### config.mk
export PLATFORM = sky130hd
export DESIGN_NAME = char_blank_gen
export DESIGN_NICKNAME = d
export VERILOG_FILES = /design/src/rtl/cbg_pkg.sv /design/src/rtl/cbg_delay_line.sv /design/src/rtl/cbg_shade_flag.sv /design/src/rtl/cbg_video_gate.sv /design/src/rtl/char_blank_gen.sv
export SDC_FILE = /design/constraint.sdc
export NUM_CORES = 1
export LEC_CHECK = 0
export ABC_AREA = 1
export BUFFER_PORTS_ARGS = -buffer_cell sky130_fd_sc_hd__buf_2
export CAP_MARGIN = 20
export CORE_AREA = 2 2 39 41
export DETAILED_ROUTE_END_ITERATION = 8
export DIE_AREA = 0 0 41 43
export GPL_TIMING_DRIVEN = 1
export PLACE_DENSITY = 0.41
export SLEW_MARGIN = 20
export SYNTH_ARGS = -nofsm -noshare
export SYNTH_HDL_FRONTEND = slang
export SYNTH_HIERARCHICAL = 1
export SYNTH_SLANG_ARGS = --single-unit
### constraint.sdc
create_clock -name clk -period 0.8 [get_ports clk]
set_input_delay 0 -clock clk [delete_from_list [all_inputs] [get_ports clk]]
set_output_delay 0 -clock clk [all_outputs]
set_load 0.005 [all_outputs]
### src/rtl/cbg_pkg.sv
package cbg_pkg;

    // Pipeline depth from display memory address to serial video, in characters.
    localparam int unsigned FETCH_DEPTH = 2;

    // Top-shade state register contents.
    typedef struct packed {
        logic active;
    } shade_state_t;

    // Next-state rule for the top shade: clear has priority over set.
    function automatic logic shade_next(input logic cur, input logic set_p, input logic clr_p);
        if (clr_p)      return 1'b0;
        else if (set_p) return 1'b1;
        else            return cur;
    endfunction

endpackage

### src/rtl/cbg_delay_line.sv
module cbg_delay_line #(
    parameter int unsigned DEPTH = cbg_pkg::FETCH_DEPTH
) (
    input  logic clk,
    input  logic rst_n,
    input  logic advance,
    input  logic din,
    output logic dout
);
    localparam int unsigned LAST = DEPTH - 1;

    typedef struct packed {
        logic [DEPTH-1:0] taps;
    } line_t;

    line_t state_d, state_q;
    logic [DEPTH-1:0] shifted;

    // Stage 0 takes the input; each later stage takes its predecessor.
    generate
        for (genvar i = 0; i < DEPTH; i++) begin : g_tap
            if (i == 0) begin : g_head
                assign shifted[i] = din;
            end else begin : g_body
                assign shifted[i] = state_q.taps[i-1];
            end
        end
    endgenerate

    always_comb begin
        state_d = state_q;
        if (advance) begin
            state_d.taps = shifted;
        end
    end

    always_ff @(posedge clk or negedge rst_n) begin
        if (!rst_n) begin
            state_q <= '0;              // every stage starts blanked
        end else begin
            state_q <= state_d;
        end
    end

    assign dout = state_q.taps[LAST];
endmodule

### src/rtl/cbg_shade_flag.sv
module cbg_shade_flag (
    input  logic clk,
    input  logic rst_n,
    input  logic set_p,
    input  logic clr_p,
    output logic active
);
    import cbg_pkg::*;

    shade_state_t state_d, state_q;

    always_comb begin
        state_d        = state_q;
        state_d.active = shade_next(state_q.active, set_p, clr_p);
    end

    always_ff @(posedge clk or negedge rst_n) begin
        if (!rst_n) begin
            state_q <= '0;
        end else begin
            state_q <= state_d;
        end
    end

    assign active = state_q.active;
endmodule

### src/rtl/cbg_video_gate.sv
module cbg_video_gate (
    input  logic pix,
    input  logic enable_n_blank,
    input  logic shade_on,
    output logic vid
);
    // Blank level is 0; either blanking source overrides pixel data.
    always_comb begin
        vid = 1'b0;
        if (enable_n_blank && !shade_on) begin
            vid = pix;
        end
    end
endmodule

### src/rtl/char_blank_gen.sv
module char_blank_gen #(
    parameter int unsigned DEPTH = cbg_pkg::FETCH_DEPTH
) (
    input  logic clk,
    input  logic rst_n,
    input  logic char_load,
    input  logic hact,
    input  logic vact,
    input  logic frame_start,
    input  logic row_tc,
    input  logic pix_in,
    output logic blank_n,
    output logic shade,
    output logic video_out
);
    logic comp_en;

    // Display is enabled only inside both active windows.
    assign comp_en = hact & vact;

    cbg_delay_line #(.DEPTH(DEPTH)) u_delay (
        .clk     (clk),
        .rst_n   (rst_n),
        .advance (char_load),
        .din     (comp_en),
        .dout    (blank_n)
    );

    cbg_shade_flag u_shade (
        .clk    (clk),
        .rst_n  (rst_n),
        .set_p  (frame_start),
        .clr_p  (row_tc),
        .active (shade)
    );

    cbg_video_gate u_gate (
        .pix            (pix_in),
        .enable_n_blank (blank_n),
        .shade_on       (shade),
        .vid            (video_out)
    );
endmodule

==> results of run 1 <==
==> stage by stage <==
| stage | util, % | power, mW | std cells | worst slack, ns | hold slack (ns) |
|---|---|---|---|---|---|
| 2_1_floorplan | - | 0.192 | 16 | 0.174 | -0.296 |
| 3_3_place_gp | 14.2 | 0.225 | 42 | 0.178 | -0.200 |
| 3_5_place_dp | 14.2 | 0.225 | 42 | 0.173 | -0.201 |
| 4_1_cts | 18.3 | 0.505 | 49 | -0.0474 | 0.00995 |
| 5_1_grt | 18.3 | 0.526 | 49 | -0.0908 | 0.00927 |
| 6_report | 18.3 | 0.488 | 49 | -0.0293 | 0.0126 |
==> per-layer routing <==
metal | share of wire, % | global-route usage [%] | vias to the layer above
met5 | 0 | 0 | -
met4 | 0 | 4.00 | 0
met3 | 16 | 6.28 | 0
met2 | 47 | 5.00 | 7
met1 | 37 | 2.26 | 62
li1 | - | - | 79
==> sequential cells by signal, indices dropped and copies added (netlist names) <==
signal,flops
u_delay/state_q,2
u_shade/active,1
==> where the power goes <==
part | internal [mW] | leakage (nW) | switching (mW)
Clock | 0.186 | 0.0150 | 0.0692
Sequential | 0.165 | 0.0387 | 0.00780
Combinational | 0.0359 | 0.0941 | 0.0236
Total | 0.387 | 0.148 | 0.101
==> area by class of cell <==
type	count	area, µm²	area share [%]
inverter	2	7.51	2.97
timing repair buffer	13	80.1	31.7
tap	16	20.0	7.92
sequential	3	75.1	29.7
multi-input combinational	11	43.8	17.3
clock buffer	4	26.3	10.4
==> path summary, 6_finish.rpt <==
path	start	endpoint	slack, ns
max in group asynchronous	rst_n	u_shade/active$_DFFE_PN0P_	0.59
min in group asynchronous	rst_n	u_delay/state_q[0]$_DFFE_PN0P_	0.10
max reg2reg	u_shade/active$_DFFE_PN0P_	u_shade/active$_DFFE_PN0P_	0.17
min	char_load	u_delay/state_q[1]$_DFFE_PN0P_	0.01
min reg2reg	u_delay/state_q[0]$_DFFE_PN0P_	u_delay/state_q[1]$_DFFE_PN0P_	0.47
max	u_delay/state_q[1]$_DFFE_PN0P_	video_out	-0.03
==> synthesized netlist by cell type <==
| master | number | area (µm²) |
|---|---|---|
| nor2_1 | 2 | 7.51 |
| nand2_1 | 8 | 30.0 |
| dfrtp_1 | 3 | 75.1 |
| inv_1 | 2 | 7.51 |
| nor2_2 | 1 | 6.26 |
==> cells by family after synthesis <==
group	count (synthesis)
and+or+nand+nor	11
buffers and inverters	2
DFF	3
==> repair_timing <==
action / 4_1_cts / 5_1_grt
hold endpoints to repair: 4 / 0
hold buffers: 3 / 0
setup endpoints to repair: 1 / 1
==> worst reg2reg max path, cell delays in order (launching register included) <==
cell,delay (ns)
dfrtp_1,0.39
nor2_1,0.09
nor2_1,0.04
==> results.cfg, run 1 <==
[sta]
hold_viol = 0
min_period_over_period_pct = 104
fin_worst_skew_ns = 0.0000290
worst_pin_slew_ns = 0.109
setup_viol = 1
max_freq_mhz = 1210
slew_headroom_pct = 92.7
tns_ns = -0.0293
timing.final.ws_setup_ns = -0.0293
fin_crit_ns = 0.829
rsz0062_at_grt = yes
finalMaxSlewViolations = 0

[clocking]
cts_sinks = 3
cts_max_level = 1
numCtsBuffers = 3
clockBufferDepth = 2
cts-root-buf = clkbuf_4
cts_tree = done
clk_latency_ns = 0.23
path_clk_slew_ns = 0.04
post_cts_buffers = 0
post_cts_resized = 0

[route]
post_drt_wl_per_cell_um = 5.76
drtAntennaViolNets = 0
wl_um = 282
drt-initial-drc-count = 0
drc_errors = 0
dr.pass1.iters = 1
dr_total_vias = 148
avgViaCountPerCell = 3.02

[worst_setup_path]
worstPathRequired_ns = 0.80
critPathMaxStageDelay_ns = 0.38
worstPathArrival_ns = 0.83
worstPathMaxFanout = 3
crit_cells = 3
start_kind = register
worstSetupPathType = register to primary output
r2r_cells = 2
crit_chain = nand2_1 > nor2_2 > buf_2
cpMaxStageDelayCell = dfrtp_1
cpLargestDelayFamily = flip-flops
path_buf_inv = 1
critPathCaptureType = primary output

[power_and_ir_drop]
peakVddDrop_mv = 0.290
p_leak_nw = 0.148
power_density_nw_per_um2 = 1930

[outcome]
outcome = complete, but fails checks
violations = setup timing

[yosys]
synth_fp_nets = 24
syn-mean-instance-area_um2 = 7.90
synth_xor_area_share_pct = 0
yosysUniqueCellTypes = 5
synthSimpleGateAreaFrac_pct = 34.7
synth_compound_area_share_pct = 0
syn_inst = 16
yosysSeqAreaShare_pct = 59.4
syn_area_um2 = 126
synth_fa_ha_area_share_pct = 0
synth_top_family_by_area = simple AND/OR/NAND/NOR gates
ys_warn_count = 6
synthMuxAreaShare_pct = 0
ys_ff_latch = 3

[global_route]
antenna_found_initial = 0
grt_usage_pct = 4.12
grt_pass1_wl_um = 386
grt_max_degree = 4
grt_pass1_vias = 127
overflow = 0

[job]
cap_violations = 0

[worst_hold_path]
hold_class = primary input to register
hold_path_depth = 3

[finish]
final_common_cell = buf_2
fillers = 164
drive_above_1_share_pct = 42.4
final_area_um2 = 253
synthToLayoutAreaGrowth_pct = 100
antenna_cells = 0
layout_common_cells = 10 x buf_2, 8 x nand2_1, 3 x clkbuf_4, 3 x dlygate4sd3_1, 3 x dfrtp_1
finalNetCount = 42

[floorplan]
start_util_pct = 9.13
core_um2 = 1380
dieArea_um2 = 1760
dieHeight_um = 43
die_w_um = 41
io_pins = 11
num_rows = 14

[placed_design]
hpwlAfterDp_um = 233
portBuffers = 10
routabilityCongestion = 0.456
placed_area_um2 = 196
(Power assumes the default switching activity.)
==> run 2, diff against run 1 <==
- BUFFER_PORTS_ARGS: -buffer_cell sky130_fd_sc_hd__buf_2 -> -buffer_cell sky130_fd_sc_hd__buf_4
- PLACE_DENSITY: 0.41 -> 0.4
- SYNTH_HIERARCHICAL: 1 -> not set
==> results.cfg, run 2 <==
[outcome]
outcome = complete, but fails checks
violations = setup timing

[yosys]
ys_async_sr_fraction_pct = 100
yosysTopAreaCell = dfrtp_1
synth_commonest_cells = 6 x nand2_1, 3 x dfrtp_1, 3 x nor2_1
syn_inst = 14
synth_most_common_cell = nand2_1
yosysUniqueCellTypes = 5
syn_area_um2 = 118
synth_edf_count = 0
synth_top_area_share_pct = 63.8
syn-mean-instance-area_um2 = 8.40
synthTopCellsByArea = dfrtp_1 64%, nand2_1 19%, nor2_1 9.6%
synth_fp_nets = 22
ys_warn_count = 0
yosysSeqAreaShare_pct = 63.8
ys_ff_latch = 3
synth_ff_type = dfrtp_1

[finish]
drive_above_1_share_pct = 45.5
layout_common_cells = 11 x buf_4, 6 x nand2_1, 4 x dlygate4sd3_1
synthToLayoutAreaGrowth_pct = 146
finalNetCount = 42
largest_register_ff_count = 2
final_common_cell = buf_4
fillers = 149
fin_util_pct = 20.9
final_area_um2 = 289
antenna_cells = 0
largest_register = u_delay.state_q

[placed_design]
routabilityCongestion = 0.585
placed_area_um2 = 213
portBuffers = 10
pre_cts_slack_ns = 0.151

[power_and_ir_drop]
power_density_nw_per_um2 = 1800
p_total_uw = 520
peakVddDrop_mv = 0.580
p_leak_nw = 0.154

[job]
cap_violations = 0

[global_route]
grt_usage_pct = 5.54
antenna_found_initial = 0
grt_max_degree = 4
overflow = 0
grt_pass1_vias = 142
grt_pass1_wl_um = 565

[sta]
min_period_over_period_pct = 104
finalMaxSlewViolations = 0
max_freq_mhz = 1200
fin_worst_skew_ns = 0.00180
slew_headroom_pct = 92.9
worst_pin_slew_ns = 0.107
setup_viol = 1
fin_crit_ns = 0.834
rsz0062_at_grt = yes
timing.final.ws_setup_ns = -0.0343
hold_viol = 0

[worst_setup_path]
critPathCaptureType = primary output
worstPathRequired_ns = 0.80
worstPathMaxFanout = 3
reg2reg_from = u_shade.active$_DFFE_PN0P_
start_kind = register
cp-startpoint = u_shade.active$_DFFE_PN0P_
cpMaxStageDelayCell = dfrtp_1
crit_chain = nor2_1 > buf_4
worstSetupPathType = register to primary output
worstPathArrival_ns = 0.83
critPathMaxStageDelay_ns = 0.39

[clocking]
cts_tree = done
numCtsBuffers = 3
cts-root-buf = clkbuf_4
clk_latency_ns = 0.23
cts_sinks = 3
path_clk_slew_ns = 0.03
clockBufferDepth = 2
cts_max_level = 1

[route]
drtAntennaViolNets = 0
dr.pass1.iters = 2
wl_um = 375
post_drt_wl_per_cell_um = 7.65
avgViaCountPerCell = 3.24
drt-initial-drc-count = 1
drc_errors = 0
dr_total_vias = 159

[floorplan]
num_rows = 14
die_w_um = 41
start_util_pct = 8.50
dieArea_um2 = 1760
dieHeight_um = 43
io_pins = 11
core_um2 = 1380

[worst_hold_path]
hp-start = vact
hold_class = primary input to register
==> run 2: where the power goes <==
part	internal [mW]	switching, mW
registers	0.165	0.00765
logic	0.0579	0.0281
clock network	0.187	0.0752
total	0.409	0.111
==> run 2: final timing paths <==
| check | endpoint | slack [ns] | cells after the start |
|---|---|---|---|
| hold / removal | u_delay.state_q[0]$_DFFE_PN0P_ | 0.007 | 3 |
| setup / recovery | video_out | -0.03 | 2 |
| min in group asynchronous | u_delay.state_q[1]$_DFFE_PN0P_ | 0.11 | 2 |
| setup reg to reg | u_shade.active$_DFFE_PN0P_ | 0.04 | 3 |
| max in group asynchronous | u_shade.active$_DFFE_PN0P_ | 0.59 | 2 |
| hold reg to reg | u_delay.state_q[1]$_DFFE_PN0P_ | 0.47 | 2 |
==> run 2: layout make-up <==
class	count	area (µm²)	share of cell area (%)
Inverter	1	3.75	1.30
Clock buffer	4	26.3	9.09
Tap cell	16	20.0	6.93
Multi-Input combinational cell	10	41.3	14.3
Timing Repair Buffer	15	123	42.4
Sequential cell	3	75.1	26.0
==> run 2: through the flow <==
step | cells | setup TNS [ns] | hold slack, ns
detailed placement | 40 | 0 | -0.207
global placement | 40 | 0 | -0.206
CTS | 49 | -0.0447 | 0.00462
finish | 49 | -0.0343 | 0.00720
floorplan | 14 | 0 | -0.296
global route | 49 | -0.0891 | 0.0114
==> run 2: what timing repair did <==
| item | in CTS | in global routing |
|---|---|---|
| setup endpoints to repair | 1 | 2 |
| gates cloned | 0 | 0 |
| gates resized for setup | 0 | 1 |
| setup buffers | 1 | 0 |
| endpoints found under the hold margin | 5 | 0 |
| hold buffers | 4 | 0 |
==> run 2: routing by layer <==
metal  track usage [%]  share of wire [%]  vias up
li1                  -                  -       81
met1              6.84                 54       65
met2              5.00                 29       13
met3              6.28                 16        0
met4              4.00                  0        0
met5                 0                  0        -
==> run 2: kinds of logic after synthesis <==
group	count (synthesis)	synth area share [%]
flops	3	63.8
simple gates	10	33.0
buf+inv	1	3.19
==> run 2: worst max-delay path: cells and delay by family, from the launching register on <==
family	cells	cell delay (ns)
buf+inv	1	0.11
simple gates	1	0.11
flops	1	0.39
==> run 3, diff against run 2 <==
- PLACE_DENSITY: 0.4 -> 0.41
- SYNTH_HIERARCHICAL: not set -> 1
==> results.cfg, run 3 (synthesized netlist as in run 1, its figures left out) <==
[placed_design]
placed_area_um2 = 221
hpwlAfterDp_um = 221
routabilityCongestion = 0.470
portBuffers = 10

[sta]
fin_worst_skew_ns = 0.0000208
finalMaxSlewViolations = 0
timing.final.ws_setup_ns = -0.0358
max_freq_mhz = 1200
rsz0062_at_grt = yes
min_period_over_period_pct = 104
fin_crit_ns = 0.836
hold_viol = 0
setup_viol = 1
slew_headroom_pct = 92.5
tns_ns = -0.0358
worst_pin_slew_ns = 0.113

[clocking]
cts_sinks = 3
cts_max_level = 1
cts_tree = done
clk_latency_ns = 0.23
numCtsBuffers = 3
clockBufferDepth = 2
path_clk_slew_ns = 0.03
post_cts_buffers = 0
cts-root-buf = clkbuf_4

[floorplan]
dieArea_um2 = 1760
die_w_um = 41
core_um2 = 1380
start_util_pct = 9.13
dieHeight_um = 43
num_rows = 14
io_pins = 11

[worst_setup_path]
worstPathMaxFanout = 3
r2r_cells = 2
critPathCaptureType = primary output
worstPathRequired_ns = 0.80
worstSetupPathType = register to primary output
worstPathArrival_ns = 0.84
start_kind = register

[power_and_ir_drop]
peakVddDrop_mv = 0.314
p_total_uw = 512
power_density_nw_per_um2 = 1780
p_leak_nw = 0.159

[route]
post_drt_wl_per_cell_um = 6.12
dr.pass1.iters = 2
drtAntennaViolNets = 0
dr_total_vias = 146
avgViaCountPerCell = 2.92
drt-initial-drc-count = 1
wl_um = 306
drc_errors = 0

[global_route]
grt_max_degree = 4
grt_pass1_vias = 129
grt_pass1_wl_um = 414
grt_usage_pct = 4.63
overflow = 0
antenna_found_initial = 0

[finish]
fin_util_pct = 20.8
finalNetCount = 43
drive_above_1_share_pct = 41.2
largest_register = u_delay/state_q
final_area_um2 = 288
antenna_cells = 0
final_common_cell = buf_4
synthToLayoutAreaGrowth_pct = 128
layout_common_cells = 10 x buf_4, 8 x nand2_1, 4 x dlygate4sd3_1
largest_register_ff_count = 2
fillers = 164

[worst_hold_path]
hold_path_depth = 5
hold_class = primary input to register

[outcome]
outcome = complete, but fails checks
violations = setup timing

[job]
cap_violations = 0
## run 3: critical path, stage by stage, from the launching register on
cell and delay [ns]:
dfrtp_1 0.38, nand2_1 0.07, nor2_2 0.03, buf_4 0.12
## run 3: final timing paths
path / startpoint / end / slack (ns)
max: u_delay/state_q[1]$_DFFE_PN0P_ / video_out / -0.04
min reg2reg: u_delay/state_q[0]$_DFFE_PN0P_ / u_delay/state_q[0]$_DFFE_PN0P_ / 0.47
max reg2reg: u_shade/active$_DFFE_PN0P_ / u_shade/active$_DFFE_PN0P_ / 0.16
max in group asynchronous: rst_n / u_delay/state_q[1]$_DFFE_PN0P_ / 0.61
min in group asynchronous: rst_n / u_shade/active$_DFFE_PN0P_ / 0.10
min: vact / u_delay/state_q[0]$_DFFE_PN0P_ / 0.05
## run 3: where the power goes
| part | total [mW] | internal, mW | switching, mW |
|---|---|---|---|
| clock network | 0.260 | 0.187 | 0.0736 |
| logic | 0.0789 | 0.0540 | 0.0249 |
| registers | 0.173 | 0.165 | 0.00793 |
| total | 0.512 | 0.405 | 0.106 |
## run 3: timing repair
action	in CTS	in global routing
endpoints found under the setup margin	1	2
hold buffers	4	0
endpoints found under the hold margin	6	0
gates resized for setup	0	0
## run 3: metrics by stage
stage                     setup WS (ns)  cells  hold WS [ns]
final                           -0.0358     50        0.0534
after detailed placement          0.162     42        -0.206
after global routing            -0.0963     50        0.0692
after CTS                       -0.0569     50        0.0504
after floorplan                   0.174     16        -0.296
after global placement            0.172     42        -0.206
## run 3: routing by layer
metal | share of wire, % | vias to the layer above | track usage, %
li1 | - | 82 | -
met1 | 32 | 57 | 1.94
met2 | 50 | 7 | 5.94
met3 | 18 | 0 | 4.71
met4 | 0 | 0 | 8.00
met5 | 0 | - | 0
## run 3: cell type report
cell class | count | area [µm²] | area share (%)
tap | 16 | 20.0 | 6.96
multi-input combinational | 11 | 43.8 | 15.2
inverter | 2 | 7.51 | 2.61
timing repair buffer | 14 | 115 | 40.0
clock buffer | 4 | 26.3 | 9.13
sequential | 3 | 75.1 | 26.1
